$ cat config.mk
export PLATFORM = sky130hd
export DESIGN_NAME = pwr_mode_ctl
export DESIGN_NICKNAME = d
export VERILOG_FILES = /design/src/rtl/pmc_pkg.sv /design/src/rtl/pmc_dpath.sv /design/src/rtl/pmc_ctrl.sv /design/src/rtl/pwr_mode_ctl.sv
export SDC_FILE = /design/constraint.sdc
export NUM_CORES = 1
export LEC_CHECK = 0
export ABC_AREA = 1
export BUFFER_PORTS_ARGS = -buffer_cell sky130_fd_sc_hd__buf_2
export CAP_MARGIN = 30
export CORE_MARGIN = 3
export CORE_UTILIZATION = 60
export DETAILED_ROUTE_END_ITERATION = 7
export PLACE_DENSITY_LB_ADDON = 0.08
export SETUP_SLACK_MARGIN = 0.4
export SLEW_MARGIN = 20
export SYNTH_ARGS = -nofsm -noshare
export SYNTH_HDL_FRONTEND = slang
export SYNTH_SLANG_ARGS = --single-unit
export TNS_END_PERCENT = 50
$ cat constraint.sdc
create_clock -name clk -period 3.5 [get_ports clk]
set_input_delay 0.7 -clock clk [delete_from_list [all_inputs] [get_ports clk]]
set_output_delay 0.7 -clock clk [all_outputs]
set_load 0.05 [all_outputs]
$ cat src/rtl/pmc_pkg.sv
package pmc_pkg;

  typedef enum logic [1:0] {
    MODE_SLEEP  = 2'd0,
    MODE_AID    = 2'd1,
    MODE_CRADLE = 2'd2
  } modeT;

  // control -> datapath strobes
  typedef struct packed {
    logic btnArm;
    logic reqArm;
    logic warnStart;
    logic warnRun;
  } ctlStrobesT;

  // datapath -> control status
  typedef struct packed {
    logic btnQual;
    logic reqQual;
    logic warnDone;
    logic battValid;
    logic battLow;
  } dpStatusT;

endpackage

$ cat src/rtl/pmc_dpath.sv
module pmc_dpath
  import pmc_pkg::*;
#(
  parameter int BTN_QUAL_CYC = 656,
  parameter int REQ_QUAL_CYC = 4,
  parameter int TICK_CYC     = 16384,
  parameter int CODE_W       = 8
) (
  input  logic              clk,
  input  logic              rst_n,
  input  ctlStrobesT        strb,
  input  logic              btnIn,
  input  logic              sleepReq,
  input  logic              chemLi,
  input  logic              vbatOver1v1,
  input  logic              vbatUnder2v2,
  input  logic              vbatOver3v0,
  input  logic              vbatOver2v8,
  input  logic              vbatOver1v0,
  input  logic [CODE_W-1:0] warnCode,
  output dpStatusT          stat
);

  localparam int BW = $clog2(BTN_QUAL_CYC + 1);
  localparam int RW = $clog2(REQ_QUAL_CYC + 1);
  localparam int TW = (TICK_CYC > 1) ? $clog2(TICK_CYC) : 1;
  localparam logic [BW-1:0] BTN_LAST  = BW'(BTN_QUAL_CYC - 1);
  localparam logic [RW-1:0] REQ_LAST  = RW'(REQ_QUAL_CYC - 1);
  localparam logic [TW-1:0] TICK_LAST = TW'(TICK_CYC - 1);

  logic [BW-1:0]     btnCntQ;
  logic [RW-1:0]     reqCntQ;
  logic [TW-1:0]     preQ;
  logic [CODE_W-1:0] remQ;
  logic              battValid;
  logic              btnCounting;
  logic              reqCounting;
  logic [CODE_W-1:0] codeEff;

  // battery window per chemistry
  assign battValid = chemLi ? vbatOver3v0 : (vbatOver1v1 & vbatUnder2v2);
  assign codeEff   = (warnCode == '0) ? CODE_W'(1) : warnCode;

  assign btnCounting = strb.btnArm & btnIn & battValid;
  assign reqCounting = strb.reqArm & sleepReq;

  always_ff @(posedge clk or negedge rst_n) begin
    if (!rst_n) begin
      btnCntQ <= '0;
    end else if (!btnCounting) begin
      btnCntQ <= '0;
    end else if (btnCntQ != BTN_LAST) begin
      btnCntQ <= btnCntQ + 1'b1;
    end
  end

  always_ff @(posedge clk or negedge rst_n) begin
    if (!rst_n) begin
      reqCntQ <= '0;
    end else if (!reqCounting) begin
      reqCntQ <= '0;
    end else if (reqCntQ != REQ_LAST) begin
      reqCntQ <= reqCntQ + 1'b1;
    end
  end

  // warning countdown: prescaler of TICK_CYC cycles, then remaining ticks
  always_ff @(posedge clk or negedge rst_n) begin
    if (!rst_n) begin
      preQ <= '0;
      remQ <= '0;
    end else if (strb.warnStart) begin
      preQ <= '0;
      remQ <= codeEff;
    end else if (strb.warnRun) begin
      if (preQ == TICK_LAST) begin
        preQ <= '0;
        remQ <= remQ - 1'b1;
      end else begin
        preQ <= preQ + 1'b1;
      end
    end
  end

  always_comb begin
    stat.battValid = battValid;
    stat.battLow   = chemLi ? ~vbatOver2v8 : ~vbatOver1v0;
    stat.btnQual   = btnCounting & (btnCntQ == BTN_LAST);
    stat.reqQual   = reqCounting & (reqCntQ == REQ_LAST);
    stat.warnDone  = strb.warnRun & (preQ == TICK_LAST) & (remQ == CODE_W'(1));
  end


  warn_rem_chk: assert property (@(posedge clk) disable iff (!rst_n)
    strb.warnRun |-> (remQ != '0));


  req_disarmed_chk: assert property (@(posedge clk) disable iff (!rst_n)
    !strb.reqArm |=> (reqCntQ == '0));

endmodule

$ cat src/rtl/pmc_ctrl.sv
module pmc_ctrl
  import pmc_pkg::*;
(
  input  logic       clk,
  input  logic       rst_n,
  input  logic       cradleConn,
  input  logic       btnIn,
  input  logic       cfgNoButton,
  input  dpStatusT   stat,
  output ctlStrobesT strb,
  output logic       loadEn,
  output logic       warnOut,
  output logic       btnOut,
  output logic       safeMode
);

  modeT modeQ, modeD;
  logic loadD, safeD;

  always_comb begin
    modeD = modeQ;
    loadD = loadEn;
    safeD = safeMode;
    unique case (modeQ)
      MODE_SLEEP: begin
        loadD = 1'b0;
        if (cradleConn) begin
          modeD = MODE_CRADLE;
        end else if (stat.btnQual) begin
          modeD = MODE_AID;
          loadD = 1'b1;
        end
      end
      MODE_AID: begin
        if (cradleConn) begin
          modeD = MODE_CRADLE;
        end else if (stat.battLow) begin
          modeD = MODE_SLEEP;
          loadD = 1'b0;
          safeD = 1'b0;
        end else if (stat.reqQual) begin
          modeD = MODE_SLEEP;
          loadD = 1'b0;
        end
      end
      MODE_CRADLE: begin
        if (!cradleConn) begin
          if (cfgNoButton && stat.battValid) begin
            modeD = MODE_AID;
            loadD = 1'b1;
          end else begin
            modeD = MODE_SLEEP;
            loadD = 1'b0;
          end
        end else if (stat.warnDone) begin
          loadD = 1'b0;
        end
      end
      default: begin
        modeD = MODE_SLEEP;
        loadD = 1'b0;
      end
    endcase
    if (modeQ != MODE_CRADLE && modeD == MODE_CRADLE) safeD = 1'b1;
  end

  always_ff @(posedge clk or negedge rst_n) begin
    if (!rst_n) begin
      modeQ    <= MODE_SLEEP;
      loadEn   <= 1'b0;
      safeMode <= 1'b1;
    end else begin
      modeQ    <= modeD;
      loadEn   <= loadD;
      safeMode <= safeD;
    end
  end

  always_comb begin
    strb.btnArm    = (modeQ == MODE_SLEEP);
    strb.reqArm    = (modeQ == MODE_AID);
    strb.warnStart = (modeQ != MODE_CRADLE) && cradleConn;
    strb.warnRun   = (modeQ == MODE_CRADLE) && loadEn;
  end

  assign warnOut = (modeQ == MODE_CRADLE);
  assign btnOut  = (modeQ == MODE_AID) & btnIn;


  warn_on_cradle_chk: assert property (@(posedge clk) disable iff (!rst_n)
    cradleConn |=> warnOut);


  load_rise_aid_chk: assert property (@(posedge clk) disable iff (!rst_n)
    $rose(loadEn) |-> (modeQ == MODE_AID));


  sleep_no_load_chk: assert property (@(posedge clk) disable iff (!rst_n)
    (modeQ == MODE_SLEEP) |-> !loadEn);


  req_ignored_cradle_chk: assert property (@(posedge clk) disable iff (!rst_n)
    (modeQ == MODE_CRADLE && cradleConn) |=> (modeQ == MODE_CRADLE));


  safe_fall_chk: assert property (@(posedge clk) disable iff (!rst_n)
    $fell(safeMode) |-> (modeQ == MODE_SLEEP && $past(modeQ) == MODE_AID));

endmodule

$ cat src/rtl/pwr_mode_ctl.sv
module pwr_mode_ctl
  import pmc_pkg::*;
#(
  parameter int BTN_QUAL_CYC = 656,
  parameter int REQ_QUAL_CYC = 4,
  parameter int TICK_CYC     = 16384,
  parameter int CODE_W       = 8
) (
  input  logic              clk,
  input  logic              rst_n,
  input  logic              cradleConn,
  input  logic              btnIn,
  input  logic              sleepReq,
  input  logic              chemLi,
  input  logic              vbatOver1v1,
  input  logic              vbatUnder2v2,
  input  logic              vbatOver3v0,
  input  logic              vbatOver2v8,
  input  logic              vbatOver1v0,
  input  logic              cfgNoButton,
  input  logic [CODE_W-1:0] warnCode,
  output logic              loadEn,
  output logic              warnOut,
  output logic              btnOut,
  output logic              safeMode
);

  ctlStrobesT strb;
  dpStatusT   stat;

  pmc_ctrl u_ctrl (
    .clk         (clk),
    .rst_n       (rst_n),
    .cradleConn  (cradleConn),
    .btnIn       (btnIn),
    .cfgNoButton (cfgNoButton),
    .stat        (stat),
    .strb        (strb),
    .loadEn      (loadEn),
    .warnOut     (warnOut),
    .btnOut      (btnOut),
    .safeMode    (safeMode)
  );

  pmc_dpath #(
    .BTN_QUAL_CYC (BTN_QUAL_CYC),
    .REQ_QUAL_CYC (REQ_QUAL_CYC),
    .TICK_CYC     (TICK_CYC),
    .CODE_W       (CODE_W)
  ) u_dpath (
    .clk          (clk),
    .rst_n        (rst_n),
    .strb         (strb),
    .btnIn        (btnIn),
    .sleepReq     (sleepReq),
    .chemLi       (chemLi),
    .vbatOver1v1  (vbatOver1v1),
    .vbatUnder2v2 (vbatUnder2v2),
    .vbatOver3v0  (vbatOver3v0),
    .vbatOver2v8  (vbatOver2v8),
    .vbatOver1v0  (vbatOver1v0),
    .warnCode     (warnCode),
    .stat         (stat)
  );

endmodule

==> reports/metrics.cfg, run 1 <==
[synthesis]
ys_types = 32
synthTopCellsByArea = dfrtp_1 41%, nand2_1 13%, nor2_1 7.9%
ys.warnings.count = 0
synth_flop_cell = dfrtp_1
synth_edf_count = 0
synth_most_common_cell = nand2_1
netlist.area_leader.share_pct = 40.6
syn_avg_cell_area_um2 = 7.34
synth_top_cells_by_count = 84 x nand2_1, 49 x nor2_1, 38 x dfrtp_1
yosysSeqAreaShare_pct = 41.7
synth_top_cell_by_area = dfrtp_1
synth_seq_cells = 39
syn_inst = 319
synth_fp_nets = 345
async_flop_share_pct = 100
synth_area_um2 = 2340

[power]
vdd_ir_drop_max_mv = 0.370
design_power_total_uw = 1250
p_leak_uw = 0.00122
p_per_area_nw_per_um2 = 478

[min_path]
min_path_type = input pin to async pin

[sta]
setup_viol_count_final = 0
rsz0062_at_grt = false
hold_viol_final = 0
skew_ns = 0.0121
worst_pin_slew_ns = 0.880
tns_ns = 0
finalMaxSlewViolations = 0
relSlewSlack_pct = 41.4
fmax_ghz = 0.496
post-route-period-util_pct = 57.6
period_needed_ns = 2.02

[floorplan]
dieArea_um2 = 4690
die_h_um = 68.5
rows = 22
initial_core_util_pct = 63.0
die_x_um = 68.5
coreArea_um2 = 3720
num_io_pins = 24

[critical_path]
crit_path_max_fanout = 4
end_kind = output port
setup.worst_path.class = flip-flop to output port
start_kind = flip-flop
ff2ff_path_depth = 9
crit_required_ns = 2.80
arrival_ns = 1.32

[global_routing]
grt_max_degree = 40
gr-usage-all-layers_pct = 22.7
grt_pass1_vias = 1868
antenna_found_initial = 0
grt_pass1_wl_um = 7980
grt-ovfl-total = 0

[drt]
num_vias = 2060
vias_per_cell = 5.22
avgRoutedWirePerCell_um = 11.8
drcViolationCount = 0
drt-total-wl_um = 4660
ant_nets = 0
drt-initial-drc-count = 113
first_pass_iters = 5

[placed_design]
gp_congestion = 0.858
place_hpwl_um = 3460
io_buffers = 23

[clock_network]
cts_made_buffers = 5
cts-root-buf = clkbuf_8
cts.clk_slew.worst_paths_ns = 0.08
post_cts_resized = 0
cts_setup_buffers = 0
h-tree-depth = 2
hold_buffers = 0
clk_latency_ns = 0.30
cts_sinks = 39
tritoncts = done
cts.path.max_buffers = 2

[layout]
drive_gt1_share_pct = 15.9
layout.nets = 372
diodes = 0
fill_cells = 303
regArea_um2 = 977
utilization_pct = 70.2
syn_to_final_growth_pct = 11.5
multi_input_area_um2 = 1180

[run_status]
status = completed

[flow_run]
max_cap_violations = 0

[power breakdown]
group	switching, uW	leakage, uW	internal [uW]	total [uW]
Sequential	55.4	0.000526	506	562
Combinational	178	0.000637	103	281
Clock	171	0.0000618	235	406
Total	404	0.00122	844	1250
[cell usage in the layout (no fill, tap or decap), types with 2 or more instances in the layout]
master and n:
nor3_1 12, o22ai_1 2, nand3_1 19, nand2_2 4, ha_1 6, nand2_1 84, dfrtp_1 38, nor2_2 7
inv_1 34, o21ai_0 17, buf_2 23, nor2_1 49, xor2_1 7, nand4_1 3, clkbuf_8 6, inv_4 2
nand2_4 2, a21oi_1 14, inv_2 3
[area by class of cell]
class | instances | share of cell area [%]
multi-input cells | 238 | 45.4
clock buffers | 6 | 3.16
inverters | 39 | 5.80
clock inverters | 2 | 1.49
well taps | 48 | 2.30
flip-flops and latches | 39 | 37.4
repair buffers | 23 | 4.41
[cell families (layout without fill, tap and decap cells)]
| group | after synthesis | in the layout | synth area share (%) |
|---|---|---|---|
| fa+ha+maj | 6 | 6 | 3.21 |
| simple gates | 186 | 186 | 35.3 |
| flops | 39 | 39 | 41.7 |
| xor+xnor | 8 | 8 | 2.99 |
| buf+inv | 42 | 70 | 7.64 |
| compound gates | 38 | 38 | 9.14 |
[flip-flops by register name, summed over array words and instances, names as in the netlist]
| signal | flops |
|---|---|
| u_ctrl.loadEn | 1 |
| u_ctrl.safeMode | 1 |
| u_dpath.btnCntQ | 10 |
| u_dpath.reqCntQ | 3 |
| u_ctrl.modeQ | 2 |
| u_dpath.preQ | 14 |
| u_dpath.remQ | 8 |
[metrics by stage]
| step | setup WS, ns | hold WS, ns | cells | area [um^2] |
|---|---|---|---|---|
| global route | 1.39 | 0.537 | 395 | 2610 |
| global placement | 1.64 | 0.472 | 387 | 2490 |
| detailed placement | 1.64 | 0.491 | 387 | 2490 |
| floorplan | 1.42 | 0.404 | 319 | 2340 |
| CTS | 1.47 | 0.509 | 395 | 2610 |
| finish | 1.48 | 0.509 | 395 | 2610 |
[final timing paths]
| kind | start | to | slack, ns |
|---|---|---|---|
| hold reg to reg | u_dpath.reqCntQ[2] | u_dpath.reqCntQ[2] | 0.51 |
| setup reg to reg | u_dpath.btnCntQ[0] | u_ctrl.loadEn | 1.88 |
| min in group clk | u_dpath.reqCntQ[2] | u_dpath.reqCntQ[2] | 0.51 |
| setup / recovery | u_ctrl.modeQ[1] | btnOut | 1.48 |
| max in group asynchronous | rst_n | u_dpath.preQ[10] | 2.42 |
| hold / removal | rst_n | u_dpath.btnCntQ[8] | 0.51 |
[layer usage]
| layer | up-vias | GRT usage, % | part of all wire (%) |
|---|---|---|---|
| met1 | 933 | 29.1 | 46 |
| met4 | 0 | 6.70 | 1.6 |
| met2 | 46 | 37.9 | 48 |
| met5 | - | 0 | 0 |
| li1 | 1073 | - | - |
| met3 | 8 | 4.93 | 4.6 |
[critical path, cell delays in order (launching register included)]
cell and delay, ns:
dfrtp_1 0.43, inv_2 0.11, nand2_1 0.12, nor2_1 0.10, buf_2 0.26
Power figures use the tool's default switching activity.
==> run 2: changes to the inputs <==
- CORE_UTILIZATION: 60 -> 59
- clock period: 3.5 -> 2 ns (I/O delays scaled with it)
==> run 2 against run 1 <==
  * Clock power rose by 68%
  * Global-route usage rose by 1.3 points
  * Core utilization rose by 1.9 points
  * Sequential cell count did not move
  * Via count rose by 1.2%
  * Routed wire length rose by 1.8%
  * Sequential power rose by 75%
  * Critical path type unchanged
  * Critical endpoint is now warnOut
  * Largest power group unchanged
  * Highest routed layer unchanged
==> reports/metrics.cfg, run 2 (same netlist as run 1, synthesis figures left out) <==
[critical_path]
end_kind = output port
ff2ff_setup_slack_ns = 0.48  ; -1.40 ns
r2r-start = u_dpath.preQ[1]
r2r_end = u_dpath.preQ[5]
setup.worst_path.class = flip-flop to output port
startpoint = u_ctrl.modeQ[0]
ff2ff_path_depth = 9  ; unchanged
start_kind = flip-flop
arrival_ns = 1.18  ; -0.14 ns
cp-endpoint = warnOut
crit_required_ns = 1.60  ; -1.20 ns
crit_path_max_fanout = 6  ; +2

[floorplan]
rows = 22  ; unchanged
initial_core_util_pct = 62.5  ; -0.46 points
dieArea_um2 = 4760  ; +1.5%
num_io_pins = 24  ; unchanged
coreArea_um2 = 3740  ; +0.74%
die_x_um = 69.0  ; +0.77%
die_h_um = 69.0  ; +0.77%

[power]
vdd_ir_drop_max_mv = 0.557  ; +51%
power_switching_uw = 691  ; +71%
p_per_area_nw_per_um2 = 804  ; +68%
p_sw_share_pct = 31.8  ; -0.56 points
p_leak_uw = 0.00127  ; +3.4%
p_int_uw = 1480  ; +75%
combPwrFrac_pct = 23.3  ; +0.8 points
seq_power_share_pct = 45.2  ; +0.2 points
pwr-share-clk_pct = 31.4  ; -1.1 points
design_power_total_uw = 2170  ; +74%

[drt]
avgRoutedWirePerCell_um = 11.8  ; -0.42%
drt-total-wl_um = 4750  ; +1.8%
ant_nets = 0  ; unchanged
drcViolationCount = 0  ; unchanged
vias_per_cell = 5.16  ; -1.0%
drt-initial-drc-count = 126  ; +12%
first_pass_iters = 4  ; -1
num_vias = 2085  ; +1.2%

[layout]
largest_reg_flops = 14  ; unchanged
layout.nets = 381  ; +2.4%
layout_common_cells = 83 x nand2_1, 48 x nor2_1, 37 x dfrtp_1
diodes = 0  ; unchanged
design_area_um2 = 2700  ; +3.4%
drive_gt1_share_pct = 19.1  ; +3.3 points
reg_top3 = u_dpath.preQ: 14 flops, u_dpath.btnCntQ: 10 flops, u_dpath.remQ: 8 flops
final_common_cell = nand2_1
top_register = u_dpath.preQ
syn_to_final_growth_pct = 15.3

[global_routing]
antenna_found_initial = 0  ; unchanged
grt_pass1_wl_um = 8540  ; +6.9%
grt-ovfl-total = 0  ; unchanged
grt_pass1_vias = 1931  ; +3.4%
gr-usage-all-layers_pct = 24.0  ; +1.3 points
grt_max_degree = 21  ; -48%

[sta]
skew_ns = 0.00843  ; -0.00363 ns
setup_viol_count_final = 0  ; unchanged
period_needed_ns = 1.58
rsz0062_at_grt = true
fmax_ghz = 0.635
tns_ns = 0  ; unchanged
whs_ns = 0.0548  ; -0.455 ns
relSlewSlack_pct = 68.8  ; +27 points
hold_viol_final = 0  ; unchanged
layout_setup_ws_ns = 0.424  ; -1.06 ns
worst_pin_slew_ns = 0.469  ; -0.411 ns
finalMaxSlewViolations = 0  ; unchanged
post-route-period-util_pct = 78.8

[flow_run]
max_cap_violations = 0  ; unchanged

[placed_design]
place_area_um2 = 2510  ; +0.80%
io_buffers = 23  ; unchanged
dp_slack_ns = 0.420  ; -1.22 ns
place_hpwl_um = 3510  ; +1.4%
gp_congestion = 0.879  ; +2.5%

[clock_network]
cts.path.max_buffers = 2  ; unchanged
cts.clk_slew.worst_paths_ns = 0.08  ; about the same
tritoncts = done
hold_buffers = 0  ; unchanged
h-tree-depth = 2  ; unchanged
cts-root-buf = clkbuf_8
clk_latency_ns = 0.29  ; about the same
cts_made_buffers = 5  ; unchanged
cts_sinks = 39  ; unchanged

[run_status]
status = completed

[min_path]
min_path_type = input pin to async pin

==> run 2: power by group through the flow <==
stage                     combinational [uW]  clock, uW  sequential (uW)
after CTS                                500        692              979
final                                    506        683              981
after global routing                     601        741              999
after detailed placement                 493          0              994
after floorplan                          382          0              977
after global placement                   490          0              992
==> run 2: per-layer routing <==
metal	GRT usage [%]	vias to the layer above	routed length (um)
met5	0	-	0
met4	7.06	0	48
met3	5.83	4	186
met2	37.6	47	2230
met1	32.8	949	2280
li1	-	1085	-
==> run 2: final cells by class <==
cell class / instances / area (um^2)
inverters: 39 / 154
well taps: 48 / 60.1
flip-flops and latches: 39 / 978
clock buffers: 6 / 82.6
multi-input cells: 238 / 1200
clock inverters: 2 / 35.0
repair buffers: 32 / 189
fillers: 330 / 1040
==> run 2: how the worst min path moves through the flow <==
stage | start | end | slack [ns] | cells after the start
2_1_floorplan | rst_n | u_ctrl.loadEn | 0.10 | 0
3_3_place_gp | rst_n | u_dpath.btnCntQ[7] | 0.39 | 1
3_5_place_dp | rst_n | u_dpath.btnCntQ[7] | 0.39 | 1
4_1_cts | rst_n | u_dpath.btnCntQ[7] | 0.08 | 1
5_1_grt | rst_n | u_dpath.btnCntQ[7] | 0.08 | 1
6_report | rst_n | u_dpath.preQ[11] | 0.05 | 1
==> run 2: worst max-delay path: stages (launching register included) <==
cell	delay [ns]
dfrtp_2	0.47
nor2_4	0.15
buf_2	0.28
==> run 2: timing repair <==
| action | 4_1_cts | 5_1_grt |
|---|---|---|
| pin swaps | 0 | 2 |
| setup buffers | 1 | 6 |
| setup endpoints to repair | 2 | 16 |
| cloned | 0 | 0 |
| resized for setup | 3 | 5 |
==> run 2: through the flow <==
step | cells | utilization, %
2_1_floorplan | 319 | -
3_3_place_gp | 389 | 67.0
3_5_place_dp | 389 | 67.0
4_1_cts | 398 | 70.6
5_1_grt | 404 | 72.1
6_report | 404 | 72.1
==> run 3: changes to the inputs <==
- ABC_AREA: 1 -> 0
- CORE_UTILIZATION: 59 -> 52
- clock period: 2 -> 1.3 ns (I/O delays scaled with it)
==> run 3 against run 2 <==
  * The flow now finishes with violations (negative setup slack)
  * Sequential power is 37% higher
  * Critical path depth rose by 2
  * Core utilization rose by 24 points
  * Clock power increased by 46%
  * Power rose by 43%
  * Largest power group unchanged
  * Highest routed layer unchanged
==> reports/metrics.cfg, run 3 <==
[critical_path]
ff2ff_path_depth = 4  ; -5
end_kind = flip-flop
r2r-start = u_ctrl.modeQ[0]
ff2ff_setup_slack_ns = -0.80  ; -1.28 ns
r2r_end = u_dpath.remQ[3]
crit_required_ns = 1.52  ; -0.08 ns
setup.worst_path.class = flip-flop to flip-flop
crit_path_max_fanout = 6  ; unchanged
start_kind = flip-flop
arrival_ns = 2.31  ; +1.13 ns

[floorplan]
die_h_um = 71.4  ; +3.5%
initial_core_util_pct = 54.8  ; -7.7 points
die_x_um = 71.4  ; +3.5%
dieArea_um2 = 5100  ; +7.1%
rows = 23  ; +4.5%
coreArea_um2 = 4060  ; +8.4%
num_io_pins = 24  ; unchanged

[drt]
first_pass_iters = 6  ; +2
ant_nets = 0  ; unchanged
drt-total-wl_um = 12300  ; +160%
drt-initial-drc-count = 503  ; +300%
avgRoutedWirePerCell_um = 29.0  ; +150%
num_vias = 3091  ; +48%
drcViolationCount = 0  ; unchanged
vias_per_cell = 7.31  ; +42%

[layout]
reg_top3 = u_dpath.preQ: 14 flops, u_dpath.btnCntQ: 10 flops, u_dpath.remQ: 8 flops
largest_reg_flops = 14  ; unchanged
diodes = 0  ; unchanged
final_cells = 423  ; +4.7%
syn_to_final_growth_pct = 75.5
top_register = u_dpath.preQ
layout_common_cells = 78 x buf_4, 37 x dfrtp_1, 25 x buf_6
layout.nets = 398  ; +4.5%
drive_gt1_share_pct = 58.7  ; +40 points
design_area_um2 = 3900  ; +45%
final_common_cell = buf_4

[clock_network]
cts.clk_slew.worst_paths_ns = 0.10  ; +0.02 ns
cts.path.max_buffers = 2  ; unchanged
clk_latency_ns = 0.32  ; +0.03 ns
h-tree-depth = 2  ; unchanged
cts_sinks = 39  ; unchanged
cts_made_buffers = 5  ; unchanged
tritoncts = done
cts-root-buf = clkbuf_8

[sta]
tns_ns = -18.51  ; -18.51 ns
relSlewSlack_pct = 42.2  ; -27 points
finalMaxSlewViolations = 0  ; unchanged
period_needed_ns = 2.10
worst_pin_slew_ns = 0.858  ; +0.390 ns
fmax_ghz = 0.477
skew_ns = 0.0213  ; +0.0129 ns
whs_ns = 0.208  ; +0.154 ns
hold_viol_final = 0  ; unchanged
setup_viol_count_final = 39  ; +39
post-route-period-util_pct = 161
rsz0062_at_grt = true
layout_setup_ws_ns = -0.797  ; -1.22 ns

[synthesis]
synth_flop_cell = dfrtp_1
ys.warnings.count = 0  ; unchanged
synth_area_um2 = 2220  ; -5.0%
synth_top_cells_by_count = 38 x dfrtp_1, 23 x nand2_1, 20 x nor2_1
synth_seq_cells = 39  ; unchanged
syn_avg_cell_area_um2 = 9.15  ; +25%
synthTopCellsByArea = dfrtp_1 43%, or4_1 5.4%, o31ai_1 4.4%
synth_most_common_cell = dfrtp_1
ys_types = 48  ; +50%
netlist.area_leader.share_pct = 42.8  ; +2.1 points
synth_fp_nets = 269  ; -22%
synth_edf_count = 0  ; unchanged
async_flop_share_pct = 100  ; unchanged
synth_top_cell_by_area = dfrtp_1
yosysSeqAreaShare_pct = 44.0  ; +2.2 points
syn_inst = 243  ; -24%

[placed_design]
gp_congestion = 0.809  ; -7.9%
dp_cells = 386  ; -0.77%
place_area_um2 = 3000  ; +20%
place_hpwl_um = 4260  ; +21%
io_buffers = 23  ; unchanged

[global_routing]
gr-usage-all-layers_pct = 34.5  ; +10 points
grt_max_degree = 40  ; +90%
grt_pass1_vias = 2765  ; +43%
grt-ovfl-total = 0  ; unchanged
grt_pass1_wl_um = 13600  ; +60%
antenna_found_initial = 0  ; unchanged

[min_path]
min_from = warnCode[6]
whs_path_depth = 3
min_path_type = input pin to flip-flop
worstHoldEndpoint = u_dpath.remQ[6]

[power]
design_power_total_uw = 3090  ; +43%
p_leak_uw = 0.00164  ; +30%
p_per_area_nw_per_um2 = 793  ; -1.4%
vdd_ir_drop_max_mv = 0.665  ; +19%

[run_status]
violations = negative setup slack
status = finished, violations left

[flow_run]
max_cap_violations = 0  ; unchanged

[run 3: critical path: stages, from the launching register on]
cell	delay (ns)
dfrtp_1	0.45
nand3b_1	0.29
or4_4	0.51
or4_1	0.44
a31oi_1	0.30
[run 3: power breakdown]
| part | switching (uW) | internal, uW |
|---|---|---|
| sequential | 73.5 | 1270 |
| clock | 520 | 484 |
| combinational | 391 | 357 |
| total | 985 | 2110 |
[run 3: layer usage]
metal | track usage [%] | up-vias | wire, um
li1 | - | 1176 | -
met1 | 41.8 | 1441 | 4150
met2 | 60.0 | 355 | 5610
met3 | 6.59 | 119 | 1370
met4 | 14.0 | 0 | 1140
met5 | 0 | - | 0
[run 3: metrics by stage]
step | utilization (%) | setup slack (ns)
6_report | 96.2 | -0.797
5_1_grt | 96.2 | -0.807
4_1_cts | 87.7 | -0.532
3_3_place_gp | 74.0 | -0.575
3_5_place_dp | 74.0 | -0.595
2_1_floorplan | - | -0.560
[run 3: layout make-up]
cell class	count	area (um^2)
multi-input combinational	188	1650
clock inverter	1	7.51
sequential	39	978
clock buffer	7	96.3
tap	50	62.6
timing repair buffer	129	1070
fill	81	155
inverter	9	40.0
[run 3: kinds of logic (layout without fill, tap and decap cells)]
kind of cell | count (synthesis) | in the layout | share of synthesized area [%]
buffers and inverters | 17 | 146 | 2.93
xor gates and xnor gates | 7 | 7 | 2.76
muxes | 3 | 3 | 1.35
DFF | 39 | 39 | 44.0
and+or+nand+nor | 115 | 116 | 29.8
adders and majority gates | 6 | 6 | 3.38
AOI/OAI and AO/OA | 56 | 56 | 15.8
[run 3: how the worst max path moves through the flow]
stage | start | end | slack, ns | cells past startpoint
floorplan | u_dpath.preQ[0] | u_dpath.remQ[3] | -0.56 | 6
global placement | u_dpath.remQ[5] | u_dpath.remQ[7] | -0.57 | 4
detailed placement | u_dpath.remQ[5] | u_dpath.remQ[7] | -0.60 | 4
CTS | u_dpath.remQ[3] | u_dpath.remQ[7] | -0.53 | 4
global route | u_ctrl.modeQ[0] | u_dpath.remQ[3] | -0.81 | 4
finish | u_ctrl.modeQ[0] | u_dpath.remQ[3] | -0.80 | 4
[run 3: what timing repair did]
item	CTS	global route
hold buffers	1	0
gates resized for setup	85	54
buffers inserted	15	11
setup endpoints to repair	42	43
cloned	2	0
pin swaps	39	18
endpoints found under the hold margin	38	0
